<file path="config.mk">
export PLATFORM = sky130hd
export DESIGN_NAME = fx_descrambler
export DESIGN_NICKNAME = d
export VERILOG_FILES = /design/src/rtl/dscr_pkg.sv /design/src/rtl/dscr_keygen.sv /design/src/rtl/dscr_run_cnt.sv /design/src/rtl/dscr_hold_timer.sv /design/src/rtl/fx_descrambler.sv
export SDC_FILE = /design/constraint.sdc
export NUM_CORES = 1
export LEC_CHECK = 0
export BUFFER_PORTS_ARGS = -buffer_cell sky130_fd_sc_hd__buf_2
export CORE_ASPECT_RATIO = 1.2
export CORE_UTILIZATION = 25
export CTS_CLUSTER_DIAMETER = 100
export DETAILED_ROUTE_END_ITERATION = 6
export SYNTH_ARGS = -nofsm -noshare
export SYNTH_HDL_FRONTEND = slang
export SYNTH_SLANG_ARGS = --single-unit
</file>
<file path="constraint.sdc">
create_clock -name clk -period 2.5 [get_ports clk]
set_clock_uncertainty 0.2 [all_clocks]
set_input_delay 0.125 -clock clk [delete_from_list [all_inputs] [get_ports clk]]
set_output_delay 0.125 -clock clk [all_outputs]
set_load 0.01 [all_outputs]
</file>
<file path="src/rtl/dscr_pkg.sv">
package dscr_pkg;
  typedef enum logic [1:0] {
    ST_SEED  = 2'd0,
    ST_CHECK = 2'd1,
    ST_LOCK  = 2'd2
  } acq_state_e;
endpackage

</file>
<file path="src/rtl/dscr_keygen.sv">
// Key-stream generator: shifts in seed bits or its own feedback.
module dscr_keygen #(
  parameter int W   = 11,
  parameter int TAP = 9
) (
  input  logic clk,
  input  logic rst,
  input  logic seed_en,
  input  logic seed_bit,
  input  logic adv,
  output logic key
);
  logic [W-1:0] s_q;

  // s_q[i] holds the key bit from i+1 bit times ago
  assign key = s_q[W-1] ^ s_q[TAP-1];

  always_ff @(posedge clk) begin
    if (rst)          s_q <= '0;
    else if (seed_en) s_q <= {s_q[W-2:0], seed_bit};
    else if (adv)     s_q <= {s_q[W-2:0], key};
  end


  seed_load_chk: assert property (@(posedge clk) disable iff (rst)
    seed_en |=> s_q[0] == $past(seed_bit));

  keystep_chk: assert property (@(posedge clk) disable iff (rst)
    (adv && !seed_en) |=> (s_q[0] == $past(key)) && (s_q[W-1:1] == $past(s_q[W-2:0])));
endmodule

</file>
<file path="src/rtl/dscr_run_cnt.sv">
// Saturating counter of consecutive ones.
module dscr_run_cnt #(
  parameter int LIMIT = 60
) (
  input  logic clk,
  input  logic rst,
  input  logic clr,
  input  logic en,
  input  logic bit_i,
  output logic reach
);
  localparam int CW = $clog2(LIMIT + 1);
  logic [CW-1:0] run_q, run_nx;

  always_comb begin
    if (!bit_i)                   run_nx = '0;
    else if (run_q == CW'(LIMIT)) run_nx = CW'(LIMIT);
    else                          run_nx = run_q + 1'b1;
  end

  assign reach = en && bit_i && (run_nx == CW'(LIMIT));

  always_ff @(posedge clk) begin
    if (rst || clr) run_q <= '0;
    else if (en)    run_q <= run_nx;
  end


  run_bound_chk: assert property (@(posedge clk) disable iff (rst)
    run_q <= CW'(LIMIT));

  run_clear_chk: assert property (@(posedge clk) disable iff (rst)
    (en && !bit_i) |=> run_q == '0);
endmodule

</file>
<file path="src/rtl/dscr_hold_timer.sv">
// Lock hold countdown; reloads on load or reload, and flags expiry.
module dscr_hold_timer #(
  parameter int HOLD = 90250
) (
  input  logic clk,
  input  logic rst,
  input  logic load,
  input  logic en,
  input  logic reload,
  output logic expire
);
  localparam int TW = $clog2(HOLD + 1);
  logic [TW-1:0] t_q;

  assign expire = en && !reload && !load && (t_q == TW'(1));

  always_ff @(posedge clk) begin
    if (rst)                 t_q <= '0;
    else if (load || reload) t_q <= TW'(HOLD);
    else if (en)             t_q <= t_q - 1'b1;
  end


  timer_live_chk: assert property (@(posedge clk) disable iff (rst)
    en |-> t_q != '0);

  timer_range_chk: assert property (@(posedge clk) disable iff (rst)
    t_q <= TW'(HOLD));

  timer_reload_chk: assert property (@(posedge clk) disable iff (rst)
    reload |=> t_q == TW'(HOLD));
endmodule

</file>
<file path="src/rtl/fx_descrambler.sv">
module fx_descrambler
  import dscr_pkg::*;
#(
  parameter int LFSR_W    = 11,
  parameter int LFSR_TAP  = 9,
  parameter int ACQ_ONES  = 60,
  parameter int IDLE_MIN  = 58,
  parameter int HOLD_BITS = 90250
) (
  input  logic clk,
  input  logic rst,
  input  logic sd_i,
  output logic ud_o,
  output logic ud_valid_o,
  output logic locked_o
);
  localparam int SCW = $clog2(LFSR_W);

  acq_state_e     state_q, state_nx;
  logic [SCW-1:0] seed_cnt_q;
  logic key, ud_raw;
  logic in_seed, in_chk, in_lock;
  logic acq_reach, mon_reach, expire, enter_lock, seed_last;

  assign in_seed   = (state_q == ST_SEED);
  assign in_chk    = (state_q == ST_CHECK);
  assign in_lock   = (state_q == ST_LOCK);
  assign ud_raw    = sd_i ^ key;
  assign seed_last = (seed_cnt_q == SCW'(LFSR_W - 1));

  dscr_keygen #(.W(LFSR_W), .TAP(LFSR_TAP)) u_key (
    .clk(clk), .rst(rst), .seed_en(in_seed), .seed_bit(~sd_i),
    .adv(!in_seed), .key(key));

  dscr_run_cnt #(.LIMIT(ACQ_ONES)) u_acq (
    .clk(clk), .rst(rst), .clr(!in_chk), .en(in_chk),
    .bit_i(ud_raw), .reach(acq_reach));

  dscr_run_cnt #(.LIMIT(IDLE_MIN)) u_mon (
    .clk(clk), .rst(rst), .clr(!in_lock), .en(in_lock),
    .bit_i(ud_raw), .reach(mon_reach));

  assign enter_lock = in_chk && acq_reach;

  dscr_hold_timer #(.HOLD(HOLD_BITS)) u_hold (
    .clk(clk), .rst(rst), .load(enter_lock), .en(in_lock),
    .reload(mon_reach), .expire(expire));

  always_comb begin
    state_nx = state_q;
    unique case (state_q)
      ST_SEED:  if (seed_last) state_nx = ST_CHECK;
      ST_CHECK: begin
        if (!ud_raw)        state_nx = ST_SEED;
        else if (acq_reach) state_nx = ST_LOCK;
      end
      ST_LOCK:  if (expire) state_nx = ST_SEED;
      default:  state_nx = ST_SEED;
    endcase
  end

  always_ff @(posedge clk) begin
    if (rst) begin
      state_q    <= ST_SEED;
      seed_cnt_q <= '0;
    end else begin
      state_q    <= state_nx;
      seed_cnt_q <= (!in_seed || seed_last) ? '0 : seed_cnt_q + 1'b1;
    end
  end

  always_ff @(posedge clk) begin
    if (rst) begin
      ud_o       <= 1'b0;
      ud_valid_o <= 1'b0;
      locked_o   <= 1'b0;
    end else begin
      ud_valid_o <= in_lock && !expire;
      ud_o       <= (in_lock && !expire) ? ud_raw : 1'b0;
      locked_o   <= (state_nx == ST_LOCK);
    end
  end


  reset_quiet_chk: assert property (@(posedge clk) disable iff (rst)
    $fell(rst) |-> (!locked_o && !ud_valid_o && !ud_o));

  valid_in_lock_chk: assert property (@(posedge clk) disable iff (rst)
    ud_valid_o |-> locked_o);

  lock_entry_chk: assert property (@(posedge clk) disable iff (rst)
    $rose(locked_o) |-> ($past(state_q) == ST_CHECK) && $past(ud_raw));

  acq_restart_chk: assert property (@(posedge clk) disable iff (rst)
    (in_chk && !ud_raw) |=> (in_seed && seed_cnt_q == '0));

  drop_cause_chk: assert property (@(posedge clk) disable iff (rst)
    $fell(locked_o) |-> $past(expire));
endmodule

</file>
==> qor.txt <==
Max Cap Viol -> 0
Yosys reg bits -> 49
Total power -> 0.001322 W
HP Class -> in2reg
Ports -> 6
Worst reg-to-reg setup slack -> 160 ps
DP Wirelength -> 2488 um
Routed wire per std cell -> 10.44 um
Endpoints failing setup -> 0
Via density -> 4.527
Syn Nets -> 236
Clock Path Buffers -> 2
R2R cell count -> 9
Die height -> 101.9 um
Worst slew pin tran -> 423.1 ps
Yosys top cell by area -> dfxtp_1
First-pass GRT wire length -> 6472 um
Initial antenna violation count -> 0
Final worst-path cycle share -> 93.71%
Maximum vdd ir drop -> 0.2981 mV
Clock Pin Slew Worst Setup and Hold Paths -> 100 ps
Fmax -> 426.9 MHz
Slew HR -> 71.50%
Final Max Slew Viols -> 0
Initial drt markers -> 38
CTS tree -> done
Hold Startpoint -> rst
Final-stage net count -> 249
Clock latency at the later pin of the worst-skew pair -> 310 ps
Post-synth top area share -> 47.17%
Number of distinct library cells after synthesis -> 37
Crit Path Class -> reg2reg
Status -> completed
Post-synthesis average cell area -> 9.242 um2
Setup TNS -> 0 ps
Clock sinks -> 49
Largest net degree at the start of global routing -> 24
Worst Path Required -> 2560 ps
Worst-path maximum fanout -> 4
Fin util -> 29.06%
RR Startpoint -> u_mon.run_q[0]$_SDFFE_PP0P_
GRT Total Usage -> 9.370%
Reg2reg end -> state_q[1]$_SDFF_PP0_
Endpoints failing hold -> 0
Layout area overhead -> 13.30%
Ranking of synthesized cells by area -> dfxtp_1 47%, nor2_1 6.3%, xnor2_1 5.1%
Sequential-to-total area share from yosys stat -> 47.17%
CP endpoint kind -> flop
Routed vias -> 1,512
Setup bufs post-CTS -> 0
Arrival @ worst endpoint -> 2410 ps
Post-route minimum period -> 2343 ps
Num rows -> 36
RePlAce Congestion -> 0.7748
Htree depth -> 2
Synth Instances -> 225
Fraction of layout cells with a size suffix above 1 -> 9.623%
Synth warn -> 0
WHS Endpoint -> u_key.s_q[4]$_SDFF_PP0_
Antenna diodes -> 0
RSZ-0062 raised after global routing -> false
P per Cell Area -> 561.0 mW/mm2
DRC -> 0
Remaining antenna violation count -> 0
Crit path launch type -> flop
Die area -> 0.008688 mm2
Die W -> 85.26 um
Synthesized area -> 0.002079 mm2
Initial Util -> 25.65%
Core area -> 0.008108 mm2
TritonCTS Buffers -> 5
Port bufs -> 5
Vias in the first global route -> 1,452
Clk root buf -> clkbuf_8
Hold Crit Depth -> 2
Final WL -> 3487 um
GR Overflow Total -> 0
Drt pass-1 iters -> 4
Pleak -> 0.8479 nW
## worst max-delay path, cell delays in order (launching register included)
cell     delay, ps
dfxtp_1        350
inv_1           80
ha_1           140
nand4_1        120
o21a_1         210
or4_4          490
nor4b_4        290
buf_4          160
o21a_1         160
or2_2          120
## layer usage
layer	routed length [um]	track usage [%]	share of wire [%]
met2	1634	15.69	47
met3	97	2.746	2.8
met4	80	5.256	2.3
met1	1675	10.79	48
met5	0	0	0
## per-stage QoR
| stage | std cells | hold WS (ps) | setup WS (ps) | instance area [um2] |
|---|---|---|---|---|
| 3_5_place_dp | 325 | 227.6 | 145.7 | 2243 |
| 6_report | 334 | 19.75 | 157.3 | 2356 |
| 2_1_floorplan | 225 | 123.6 | 261.4 | 2079 |
| 4_1_cts | 334 | 4.851 | 129.5 | 2351 |
| 3_3_place_gp | 325 | 219.2 | 148.4 | 2243 |
| 5_1_grt | 334 | 13.91 | 11.35 | 2356 |
## layout make-up
cell class	instances	area (um2)
flip-flops and latches	49	980.9
inverters	8	30.03
clock inverters	3	28.78
fillers	861	5752
multi-input cells	164	1051
clock buffers	5	68.82
well taps	95	118.9
repair buffers	10	77.57
## placed cells by master (no fill, tap or decap), types with 2 or more instances in the layout
cell,count
dfxtp_1,49
nor2_1,35
nand2_1,18
nor2b_1,14
xnor2_1,12
xor2_1,9
inv_1,8
ha_1,8
nand3_1,7
a21oi_1,6
nor4_1,6
a31oi_1,5
nor3_1,5
clkbuf_8,5
buf_2,5
nand4_1,4
a211oi_1,4
nand2b_1,4
o21ai_0,3
buf_4,3
and4_1,2
nand3b_1,2
o21a_1,2
and3_1,2
or2_2,2
## kinds of logic (layout without fill, tap and decap cells)
kind of cell	count (synthesis)	in the layout	synth area share (%)
simple gates	108	108	27.07
flops	49	49	47.17
compound gates	24	24	7.461
xor+xnor	22	22	9.928
buf+inv	12	26	2.527
fa+ha+maj	8	8	4.814
mux	2	2	1.023
## how the worst max path moves through the flow
stage | end | slack (ps) | start | cells past startpoint
floorplan | u_hold.t_q[12]$_SDFFE_PP0P_ | 260 | u_mon.run_q[0]$_SDFFE_PP0P_ | 9
global placement | locked_o$_SDFF_PP0_ | 150 | u_mon.run_q[0]$_SDFFE_PP0P_ | 9
detailed placement | locked_o$_SDFF_PP0_ | 150 | u_mon.run_q[0]$_SDFFE_PP0P_ | 9
CTS | state_q[1]$_SDFF_PP0_ | 130 | u_mon.run_q[0]$_SDFFE_PP0P_ | 9
global route | u_hold.t_q[5]$_SDFFE_PP0P_ | 10 | u_acq.run_q[0]$_SDFFE_PP0P_ | 9
finish | state_q[1]$_SDFF_PP0_ | 160 | u_mon.run_q[0]$_SDFFE_PP0P_ | 9
## sequential cells by signal (all words and copies together) (netlist names)
| name | flops |
|---|---|
| locked_o | 1 |
| u_key.s_q | 11 |
| seed_cnt_q | 4 |
| ud_valid_o | 1 |
| u_mon.run_q | 6 |
| state_q | 2 |
| u_hold.t_q | 17 |
| u_acq.run_q | 6 |
| ud_o | 1 |
## power breakdown
part	total (W)	leakage (nW)	switching, W	internal (W)
clock	0.000502	0.0506	0.000292	0.000210
combinational	0.0000294	0.402	0.0000167	0.0000127
sequential	0.000791	0.396	0.00000409	0.000787
total	0.00132	0.848	0.000313	0.00101
## timing repair
action | in CTS | in global routing
hold endpoints to repair | 1 | 0
endpoints found under the setup margin | 0 | 2
hold buffers | 1 | 0
gates resized for setup | 0 | 1
## synthesized netlist by cell type
library cell and count:
a21boi_0 1, ha_1 8, or3_1 1, o21a_1 2
o21ai_0 3, inv_1 8, and2_1 1, or2_2 2
and3_1 2, o41ai_1 1, nor3_1 5, or4_4 1
buf_6 1, a31oi_1 5, nor4b_4 1, nor2_1 35
xnor3_1 1, a21oi_1 6, nand3_1 7, xnor2_1 12
nor4_1 6, mux2_2 1, nor3b_1 2, a2111oi_0 1
a41oi_1 1, and4_1 2, a211oi_1 4, clkbuf_1 3
nand2_1 18, dfxtp_1 49, nand3b_1 2, nor4b_1 1
xor2_1 9, nand2b_1 4, nand4_1 4, mux2i_1 1
nor2b_1 14
(Power assumes the default switching activity.)
